--- src/rtl/i2c_bus_timer_pkg.sv ---
// Shared sizes and preload mapping for the I2C bus interval and hang timer.
// Assumes the prescale code is small enough that the preload fits the low field.
package i2c_bus_timer_pkg;
    localparam int CNT_W   = 10;
    localparam int LO_W    = 3;
    localparam int PRESC_W = 2;
    localparam int HI_W    = CNT_W - LO_W;

    typedef logic [CNT_W-1:0] cnt_t;
    typedef logic [LO_W-1:0]  lo_t;

    // Preload is the prescale range minus the code: larger code, longer interval.
    function automatic lo_t preload_of(input logic [PRESC_W-1:0] sel);
        return lo_t'((1 << PRESC_W) - int'(sel));
    endfunction
endpackage

--- src/rtl/ibt_preload.sv ---
// Converts the prescale code into the counter preload value.
// Purely combinational; assumes presc_sel is static or changes between intervals.
module ibt_preload
    import i2c_bus_timer_pkg::*;
(
    input  logic [PRESC_W-1:0] presc_sel,
    output lo_t                preload
);
    // Map code to preload.
    always_comb preload = preload_of(presc_sel);
endmodule

--- src/rtl/ibt_counter.sv ---
// Shared 10-bit interval/hang counter. The low field free-runs on machine
// ticks; the upper field advances only while a frame is open. SCL edges and
// a stopped run enable reload the preload. Exposes the low-field rollover
// and the full-width carry as single-cycle combinational events.
module ibt_counter
    import i2c_bus_timer_pkg::*;
(
    input  logic clk,
    input  logic rst_n,
    input  logic mc_en,
    input  logic run_en,
    input  logic scl_edge,
    input  logic frame_active,
    input  lo_t  preload,
    output logic lo_carry,
    output logic full_carry
);
    cnt_t cnt;
    logic tick;
    cnt_t reload_val;

    // A tick is a running machine cycle not overridden by an SCL edge.
    always_comb begin
        tick       = run_en && mc_en && !scl_edge;
        reload_val = {{HI_W{1'b0}}, preload};
        lo_carry   = tick && (cnt[LO_W-1:0] == {LO_W{1'b1}});
        full_carry = tick && frame_active && (cnt == {CNT_W{1'b1}});
    end

    // Counter update: reload, free-run low field, or full count in a frame.
    always_ff @(posedge clk) begin
        if (!rst_n) begin
            cnt <= '0;
        end else if (!run_en || scl_edge) begin
            cnt <= reload_val;
        end else if (mc_en) begin
            if (full_carry)
                cnt <= reload_val;
            else if (!frame_active)
                cnt <= {{HI_W{1'b0}}, cnt[LO_W-1:0] + lo_t'(1)};
            else
                cnt <= cnt + cnt_t'(1);
        end
    end
endmodule

--- src/rtl/ibt_events.sv ---
// Registers the counter events into the block outputs: a minimum-interval
// strobe, a one-cycle interface reset and a sticky timeout request. Assumes
// the input events are single-cycle.
module ibt_events (
    input  logic clk,
    input  logic rst_n,
    input  logic lo_carry,
    input  logic full_carry,
    input  logic tmr_irq_en,
    input  logic irq_clr,
    output logic min_done,
    output logic if_reset,
    output logic tmo_irq
);
    // Pulse outputs follow their events by one cycle.
    always_ff @(posedge clk) begin
        if (!rst_n) begin
            min_done <= 1'b0;
            if_reset <= 1'b0;
        end else begin
            min_done <= lo_carry;
            if_reset <= full_carry;
        end
    end

    // Sticky request: a new carry wins over a clear in the same cycle.
    always_ff @(posedge clk) begin
        if (!rst_n)
            tmo_irq <= 1'b0;
        else if (full_carry && tmr_irq_en)
            tmo_irq <= 1'b1;
        else if (irq_clr)
            tmo_irq <= 1'b0;
    end
endmodule

--- src/rtl/i2c_bus_timer.sv ---
// Top of the I2C bus interval and hang timer. One shared counter times the
// master's minimum bus intervals and detects SCL inactivity during a frame.
// Assumes scl_edge is a one-cycle pulse synchronous to clk.
module i2c_bus_timer
    import i2c_bus_timer_pkg::*;
(
    input  logic               clk,
    input  logic               rst_n,
    input  logic               mc_en,
    input  logic               run_en,
    input  logic [PRESC_W-1:0] presc_sel,
    input  logic               scl_edge,
    input  logic               frame_active,
    input  logic               tmr_irq_en,
    input  logic               irq_clr,
    output logic               min_done,
    output logic               if_reset,
    output logic               tmo_irq
);
    lo_t  preload;
    logic lo_carry;
    logic full_carry;

    ibt_preload u_pre (
        .presc_sel (presc_sel),
        .preload   (preload)
    );

    ibt_counter u_cnt (
        .clk          (clk),
        .rst_n        (rst_n),
        .mc_en        (mc_en),
        .run_en       (run_en),
        .scl_edge     (scl_edge),
        .frame_active (frame_active),
        .preload      (preload),
        .lo_carry     (lo_carry),
        .full_carry   (full_carry)
    );

    ibt_events u_evt (
        .clk        (clk),
        .rst_n      (rst_n),
        .lo_carry   (lo_carry),
        .full_carry (full_carry),
        .tmr_irq_en (tmr_irq_en),
        .irq_clr    (irq_clr),
        .min_done   (min_done),
        .if_reset   (if_reset),
        .tmo_irq    (tmo_irq)
    );
endmodule

--- config.mk ---
export PLATFORM = sky130hd
export DESIGN_NAME = i2c_bus_timer
export DESIGN_NICKNAME = d
export VERILOG_FILES = /design/src/rtl/i2c_bus_timer_pkg.sv /design/src/rtl/ibt_preload.sv /design/src/rtl/ibt_counter.sv /design/src/rtl/ibt_events.sv /design/src/rtl/i2c_bus_timer.sv
export SDC_FILE = /design/constraint.sdc
export NUM_CORES = 1
export LEC_CHECK = 0
export ABC_AREA = 1
export BUFFER_PORTS_ARGS = -buffer_cell sky130_fd_sc_hd__buf_2
export CORE_MARGIN = 1
export CORE_UTILIZATION = 45
export CTS_CLUSTER_SIZE = 20
export DETAILED_ROUTE_END_ITERATION = 8
export GPL_TIMING_DRIVEN = 0
export PLACE_DENSITY_LB_ADDON = 0.15
export SYNTH_ARGS = -nofsm -noshare
export SYNTH_HDL_FRONTEND = slang
export SYNTH_SLANG_ARGS = --single-unit
--- constraint.sdc ---
create_clock -name clk -period 3.2 [get_ports clk]
set_clock_uncertainty 0.1 [all_clocks]
set_input_delay 0.64 -clock clk [delete_from_list [all_inputs] [get_ports clk]]
set_output_delay 0.64 -clock clk [all_outputs]
set_load 0.02 [all_outputs]
After elaboration in Yosys (flattened, before gate mapping)
Index checks and enable logic that the tools add are counted.
{ "op_classes": {"n_addsub": 3, "n_eq_ne": 2, "mux": 6, "n_bitwise": 1, "n_reduce_logical": 12} }
{ "ops": {"columns": ["op", "n"], "rows": [
  ["$mux 10", 2],
  ["$add 10x1->10 const B", 1],
  ["$eq 10x10->1 const B", 1],
  ["$logic_and 1x1->1", 6],
  ["$mux 3", 2],
  ["$reduce_bool 2->1", 2],
  ["$add 3x1->3 const B", 1],
  ["$eq 3x3->1 const B", 1],
  ["$sub 3x2->3 const A", 1],
  ["$logic_not 1->1", 2],
  ["$mux 1", 2],
  ["$reduce_or 2->1", 1],
  ["$logic_or 1x1->1", 1],
  ["$not 1->1", 1]
]} }
{ "totals": {"ff_bits": 13, "elab_cells": 29} }

Depth between registers and ports, before layout
Gate-level depths: netlist of run 1.
{ "depth": {"word_depth": 7, "ltp_mapped": 10, "depth_no_buf": 10} }

Cells and area by module
From an unflattened synthesis of run 1, not the netlist that was laid out.
{ "unflattened": {"cells_unflattened": 110, "hier_area_um2": 765.7} }
{ "by_module_without_submodules": {"columns": ["module", "n_inst", "cells_each", "area_each_um2"], "rows": [
  ["ibt_counter", 1, 95, 645.6],
  ["ibt_events", 1, 11, 92.6],
  ["ibt_preload", 1, 4, 27.5]
]} }

Worst setup path before layout of run 1
No wires, ideal clock.
{ "synth_path": {"path_kind": "input to register", "startpoint": "input port mc_en", "endpoint": "register u_cnt.cnt[1]", "setup_ns": 0.109, "t_arrival_ns": 1.388, "path_slack_ns": 1.603, "cell_stages": 10, "path_buffers": 1, "path_cell_list": "buf_4 > nand3_2 > nor2_2 > inv_2 > o21bai_4 > inv_2 > nand2_1 > nand3_1 > nand2_1 > inv_1"} }
{ "synth_between": {"elab_chain_len": 7, "word_cells_on_any_way": 8, "cone_classes": "mux: 3; reduce/logical: 5"} }
{ "synth_rtl": {"columns": ["item", "line", "source"], "rows": [
  ["start: declaration", "i2c_bus_timer.sv:9", "input logic mc_en,"],
  ["$logic_and 1x1->1 (2 in a row)", "ibt_counter.sv:24", "tick = run_en && mc_en && !scl_edge;"],
  ["$logic_and 1x1->1 (2 in a row)", "ibt_counter.sv:27", "full_carry = tick && frame_active && (cnt == {CNT_W{1'b1}});"],
  ["$mux 10", "ibt_counter.sv:37", "if (full_carry)"],
  ["$mux 3", "ibt_counter.sv:36", "end else if (mc_en) begin"],
  ["$mux 3", "ibt_counter.sv:34", "end else if (!run_en || scl_edge) begin"],
  ["end signal: assignment", "ibt_counter.sv:35", "cnt <= reload_val;"],
  ["end signal: assignment", "ibt_counter.sv:38", "cnt <= reload_val;"],
  ["end signal: assignment", "ibt_counter.sv:40", "cnt <= {{HI_W{1'b0}}, cnt[LO_W-1:0] + lo_t'(1)};"],
  ["end: declaration", "ibt_counter.sv:18", "cnt_t cnt;"]
]} }
Several ways; a longest one is shown, not always the timed one. The select of a mux whose other input is x is not followed.
A chain may end at the register's enable or synchronous reset.

Worst setup path after layout of run 1
{ "layout_path": {"startpoint": "register u_cnt.cnt[0]", "endpoint": "register u_cnt.cnt[2]"} }
{ "layout_between": {"elab_chain_len": 5, "word_cells_on_any_way": 8, "cone_classes": "add/sub: 2; eq/ne: 1; mux: 4; reduce/logical: 1"} }
{ "layout_rtl": {"columns": ["item", "line", "source"], "rows": [
  ["$add 10x1->10 (tied with other cells)", "ibt_counter.sv:42", "cnt <= cnt + cnt_t'(1);"],
  ["$mux 10 / $logic_and 1x1->1 (equally long branches)", "ibt_counter.sv:39, ibt_counter.sv:27", null],
  ["$mux 10 *", "ibt_counter.sv:37", null],
  ["$mux 3 *", "ibt_counter.sv:36", null],
  ["$mux 3 *", "ibt_counter.sv:34", null]
]} }
Mark *: on every way between the ends. The rest lies on a longest branch, timed or not. The select of a mux whose other input is x is not followed.

==> results of run 1 <==
## registers in the layout, summed over array words and instances (netlist names)
name,count
u_evt.min_done,1
u_cnt.cnt,10
u_evt.tmo_irq,1
u_evt.if_reset,1
## logic make-up after synthesis
| kind of cell | after synthesis | share of synthesized area |
|---|---|---|
| AOI/OAI and AO/OA | 11 | 0.103 |
| xor gates and xnor gates | 3 | 0.0359 |
| DFF | 13 | 0.356 |
| buffers and inverters | 18 | 0.0974 |
| adders and majority gates | 3 | 0.0513 |
| and+or+nand+nor | 50 | 0.357 |
## layer usage
layer | part of all wire | GRT usage
met3 | 0.036 | 0.0388
met1 | 0.46 | 0.175
met5 | 0 | 0
met2 | 0.48 | 0.292
met4 | 0.021 | 0.0938
## power by group through the flow
stage / sequential [uW] / clock [uW] / combinational, uW
after CTS: 167 / 106 / 32.1
after floorplan: 171 / 0 / 22.2
final: 167 / 104 / 31.6
after detailed placement: 171 / 0 / 32.0
after global routing: 168 / 114 / 36.5
after global placement: 171 / 0 / 31.7
## cell usage in the layout, fill, tap and decap left out, types with 2 or more instances in the layout
cell type,netlist,final
nor2_1,8,8
nor2_4,2,2
nor2_2,2,2
ha_1,3,3
nand3_1,7,7
nor3_1,3,3
xnor2_1,3,3
buf_2,0,11
inv_2,3,3
nand2_1,21,21
nand3_2,2,2
dfxtp_1,13,13
a21oi_1,8,8
inv_1,14,14
clkbuf_4,0,3
nand2_2,2,2
## area by class of cell
class | count | area (um2)
Buffer | 1 | 7.51
Clock buffer | 4 | 26.3
Multi-Input combinational cell | 67 | 400
Sequential cell | 13 | 260
Inverter | 17 | 63.8
Timing Repair Buffer | 11 | 55.1
Fill cell | 171 | 673
Tap cell | 16 | 20.0
## through the flow
| step | utilization | cells | instance area, um2 | hold slack, ps |
|---|---|---|---|---|
| floorplan | - | 98 | 732 | 375 |
| global placement | 0.536 | 125 | 807 | 354 |
| detailed placement | 0.536 | 125 | 807 | 354 |
| CTS | 0.553 | 129 | 833 | 370 |
| global route | 0.553 | 129 | 833 | 413 |
| finish | 0.553 | 129 | 833 | 367 |
## worst min-delay path: cells and delay by family (launching register included)
family           cells  cell delay (ps)
flip-flops           1              310
AND/OR/NAND/NOR      2              120
## how the worst min path moves through the flow
stage / startpoint / endpoint / slack [ps]
floorplan: u_cnt.cnt[0] / u_cnt.cnt[0] / 370
global placement: u_evt.tmo_irq / u_evt.tmo_irq / 350
detailed placement: u_evt.tmo_irq / u_evt.tmo_irq / 350
CTS: u_evt.tmo_irq / u_evt.tmo_irq / 370
global route: u_evt.tmo_irq / u_evt.tmo_irq / 410
finish: u_evt.tmo_irq / u_evt.tmo_irq / 370
==> metrics.txt, run 1 <==
status=completed; Max Slew Vio Count=0; CTS tree=yes; Starting Density=0.486; number of DRC markers in iteration 0=8; global-route wire length before repair=2190 um; Worst path slowest cell=dfxtp_1; first drt pass iteration count=4; setup TNS=0 ps; Worst Path Buf+Inv=2; reg2reg start=u_cnt.cnt[0]; Max-Cap Viols=0; static leakage=0.000375 uW; top post-synthesis cells by count=21 x nand2_1, 14 x inv_1, 13 x dfxtp_1; Clock Power Share=0.343; postcts setup bufs=0; Die X=42.3 um; critical path capture point type=flip-flop; Seq/Total Area, Yosys=0.356; Yosys reg bits=13; GRT overflow=0; top-count cell post-synth=nand2_1; Die Ht=42.3 um; cells after synthesis=98; H-Tree Level Count=1; EDFF count, synth=0; reg2reg setup slack=1610 ps; average size of a mapped cell=7.47 um2; share of cells above drive strength 1=0.248; CP Max Fanout=7; largest stage delay on the critical path=390 ps; critical-path cell list=ha_1, nand2_1, nor2_4, nand3_2, o21bai_4, inv_2, nand2_1, nand3_1, nand2_1, inv_1; Clock Sinks=13; achievable frequency=0.628 GHz; WP depth=10; distinct cell type count after synthesis=21; ys flop type=dfxtp_1; minimum clock period after layout=1590 ps; HPWL after DPL=1030 um; clock slew at reported path FFs=80 ps; Critical path destination=u_cnt.cnt[2]; Clock Latency Late Sink=270 ps; Core ar.=1510 um2; startpoint types=flip-flop; n_diodes=0; IO Port Bufs=11; DRC viols=0; Ys Warns=0; maximum VDD drop=171 uV; largest net degree at the start of global routing=11; Async S/R FF share, synth=0; Max clock buf depth=2; top cells by area, synth=dfxtp_1 36%, nand2_1 11%, inv_1 7.2%; initial antenna violation count=0; post_cts resized=0; Int Pwr=226 uW; CTS Hold Bufs=0; vias=662; Layout area overhead=13.8%; start point of the critical path=u_cnt.cnt[0]; R2R Path End=u_cnt.cnt[2]; Final Hold Fails=0; GRT Total Usage=0.165; Ports=13; final critical-path share of the clock period=0.498; # rows=14; fin nets=127; vias in the first global route=583; Comb pwr share=0.104; Pwr Density=363 nW/um2; Worst EP arrival=1670 ps; Yosys top cell area share=0.356; clock buffer count from CTS=3; worst hold stages=2; worst min path class=reg2reg; Cell Area, Synth=732 um2; Pwr Total=303 uW; final worst slack=1610 ps; sequential share of power=0.553; WP data required=3280 ps; Top delay family on crit path=simple AND/OR/NAND/NOR gates; CP Class=reg2reg; Detail Route Antenna Nets=0; slew margin rel.=0.835; RSZ-0062 raised after global routing=no; switching pwr=76.3 uW; Via density=5.13; R2R depth=10; final setup fails=0; clk root buf=clkbuf_4; most frequent CP cell=nand2_1; RD Place Congestion=0.781; die area=1790 um2; total wire length=1290 um; area leader, netlist=dfxtp_1; drt wl/cell=10.0 um; Sw Share=0.252; Post-Syn Nets=111; Least-Margin Pin Slew=247 ps; pre-CTS WS=1430 ps
No activity file was read; power rests on OpenSTA's default activity.
==> run 2, diff against run 1 <==
--- a/config.mk
+++ b/config.mk
@@ -5,7 +5,7 @@
 export SDC_FILE = /design/constraint.sdc
 export NUM_CORES = 1
 export LEC_CHECK = 0
-export ABC_AREA = 1
+export ABC_AREA = 0
 export BUFFER_PORTS_ARGS = -buffer_cell sky130_fd_sc_hd__buf_2
 export CORE_MARGIN = 1
 export CORE_UTILIZATION = 45
==> constraint.sdc (replaced) <==
create_clock -name clk -period 1.4 [get_ports clk]
set_clock_uncertainty 0.1 [all_clocks]
set_input_delay 0.28 -clock clk [delete_from_list [all_inputs] [get_ports clk]]
set_output_delay 0.28 -clock clk [all_outputs]
set_load 0.02 [all_outputs]
==> run 2 against run 1 <==
Effect of this change:
- power grew 130%
- register-to-register slack lost 1700 ps
- critical endpoint unchanged
- core utilization is 8.6 points higher
- cell count is 10% lower
- final area rose by 4.8%
- the run now ends with negative setup slack left
- synthesized cell count down 17%
- wire length rose by 17%
- largest cell class unchanged
- via count is 2.7% lower
==> metrics.txt, run 2 <==
Max-Cap Viols=0; clock buffer count from CTS=3; RSZ-0062 raised after global routing=yes; cells after synthesis=81; Async S/R FF share, synth=0; critical path capture point type=flip-flop; top post-synthesis cells by count=13 x dfxtp_1, 11 x nor2_1, 7 x inv_1; reg2reg setup slack=-100 ps; CTS Hold Bufs=0; achievable frequency=0.669 GHz; vias in the first global route=529; Placed Area=778 um2; Via density=5.55; Max clock buf depth=2; area leader, netlist=dfxtp_1; initial antenna violation count=0; die area=1690 um2; final critical-path share of the clock period=1.07; drt wl/cell=13.0 um; total wire length=1510 um; HPWL after DPL=1030 um; GRT overflow=0; Die Ht=41.1 um; Worst EP arrival=1580 ps; Hold Startpoint=rst_n; Seq/Total Area, Yosys=0.377; DRC viols=0; vias=644; CP Class=reg2reg; fin nets=115; Starting Density=0.505; Worst path slowest cell=dfxtp_2; Max Slew Vio Count=0; Least-Margin Pin Slew=288 ps; Yosys top cell area share=0.377; GRT Total Usage=0.212; H-Tree Level Count=1; WP data required=1490 ps; RD Place Congestion=0.781; Pwr Total=699 uW; Core ar.=1370 um2; n_diodes=0; top cells by area, synth=dfxtp_1 38%, nor2_1 6.0%, ha_1 5.4%; Yosys reg bits=13; clk root buf=clkbuf_4; Post-Syn Nets=94; Worst Path Buf+Inv=0; final instance area=873 um2; worst hold stages=2; Cell Area, Synth=689 um2; Pwr Density=801 nW/um2; clock slew at reported path FFs=80 ps; static leakage=0.000404 uW; Hold Crit Endpoint=u_evt.tmo_irq; CTS tree=yes; final setup fails=9; Clock Latency Late Sink=270 ps; critical-path cell list=ha_4, and4_4, nand4_4, mux2i_2, a221oi_2; Layout area overhead=26.7%; R2R Path End=u_cnt.cnt[2]; global-route wire length before repair=2320 um; met1 WL=754 um; EDFF count, synth=0; met3 wire len=95 um; max layer used=met4; slew margin rel.=0.807; IO Port Bufs=11; met2 routed WL=643 um; Die X=41.1 um; ys flop type=dfxtp_1; worst min path class=in2reg; startpoint types=flip-flop; Ys Warns=0; maximum VDD drop=547 uV; Detail Route Antenna Nets=0; Ports=13; R2R depth=5; number of DRC markers in iteration 0=7; minimum clock period after layout=1500 ps; largest register by flop count=u_cnt.cnt; Clock Sinks=13; largest net degree at the start of global routing=11; most common cell after layout, fill and taps aside=buf_2; largest stage delay on the critical path=360 ps; share of cells above drive strength 1=0.317; distinct cell type count after synthesis=26; final worst slack=-95.4 ps; status=finished, violations left; top-count cell post-synth=dfxtp_1; commonest cells after routing, fill and taps aside=12 x buf_2, 11 x nor2_1, 8 x dfxtp_1; average size of a mapped cell=8.51 um2; CP Max Fanout=4; failing checks=negative setup slack; first drt pass iteration count=4; Final Hold Fails=0; max FFs per register=10; # rows=13; Top delay family on crit path=simple AND/OR/NAND/NOR gates; reg2reg start=u_cnt.cnt[1]
run 2: cell types whose count changed in the layout (fill, tap and decap cells not counted), sizes merged, moves of 4 or more:
cell / change
nand2: -18
inv: -10
nand3: -6
buf: +5
a21oi: -4
and4: +4
o21ai: +4
run 2: worst max path at each step:
stage | cells after the start | to | startpoint | slack (ps)
floorplan | 5 | u_cnt.cnt[1] | u_cnt.cnt[1] | 2
global placement | 5 | u_cnt.cnt[9] | run_en | -220
detailed placement | 5 | u_cnt.cnt[9] | run_en | -250
CTS | 5 | u_cnt.cnt[2] | u_cnt.cnt[1] | -90
global route | 6 | u_cnt.cnt[0] | u_cnt.cnt[1] | -130
finish | 5 | u_cnt.cnt[2] | u_cnt.cnt[1] | -100
run 2: kinds of logic (layout without fill, tap and decap cells):
group | after synthesis | count (layout) | synth area share
adder cells (fa/ha/maj) | 3 | 3 | 0.0545
buffers and inverters | 8 | 28 | 0.0454
flip-flops | 13 | 13 | 0.377
AND/OR/NAND/NOR | 35 | 35 | 0.290
multiplexers | 3 | 3 | 0.0436
AO/OA/AOI/OAI | 14 | 14 | 0.125
XOR/XNOR | 5 | 5 | 0.0635
run 2: what timing repair did:
| action | CTS | global route |
|---|---|---|
| gates resized for setup | 4 | 5 |
| pin swaps | 7 | 2 |
| endpoints found under the setup margin | 8 | 9 |
| buffers inserted | 4 | 1 |
run 2: layout make-up:
cell class / count / area (um2)
plain buffers: 1 / 5.00
fillers: 140 / 493
multi-input cells: 60 / 434
well taps: 15 / 18.8
inverters: 7 / 26.3
repair buffers: 16 / 96.3
flip-flops and latches: 13 / 267
clock buffers: 4 / 26.3
run 2: worst reg2reg max path, stage by stage (launching register included):
cell and delay (ps):
dfxtp_2 360, ha_4 150, and4_4 240, nand4_4 130
mux2i_2 200, a221oi_2 230
run 2: metal layers:
| metal | global-route usage | vias to the layer above |
|---|---|---|
| met4 | 0.0968 | 0 |
| met3 | 0.0326 | 2 |
| met2 | 0.332 | 25 |
| met1 | 0.283 | 286 |
| met5 | 0 | - |
| li1 | - | 331 |
run 2: power breakdown:
part           switching, uW  internal [uW]  leakage (uW)
clock                    125            110     0.0000150
sequential              7.48            377      0.000107
combinational           43.2           36.8      0.000281
total                    175            524      0.000404
run 2: through the flow:
stage / instances / utilization / setup TNS, ps / worst slack (ps) / hold WS, ps
3_5_place_dp: 107 / 0.570 / -1440 / -246 / 410
6_report: 116 / 0.639 / -373 / -95.4 / 135
3_3_place_gp: 107 / 0.570 / -1250 / -224 / 403
2_1_floorplan: 81 / - / 0 / 1.89 / 302
4_1_cts: 115 / 0.626 / -319 / -86.7 / 137
5_1_grt: 116 / 0.639 / -784 / -133 / 150
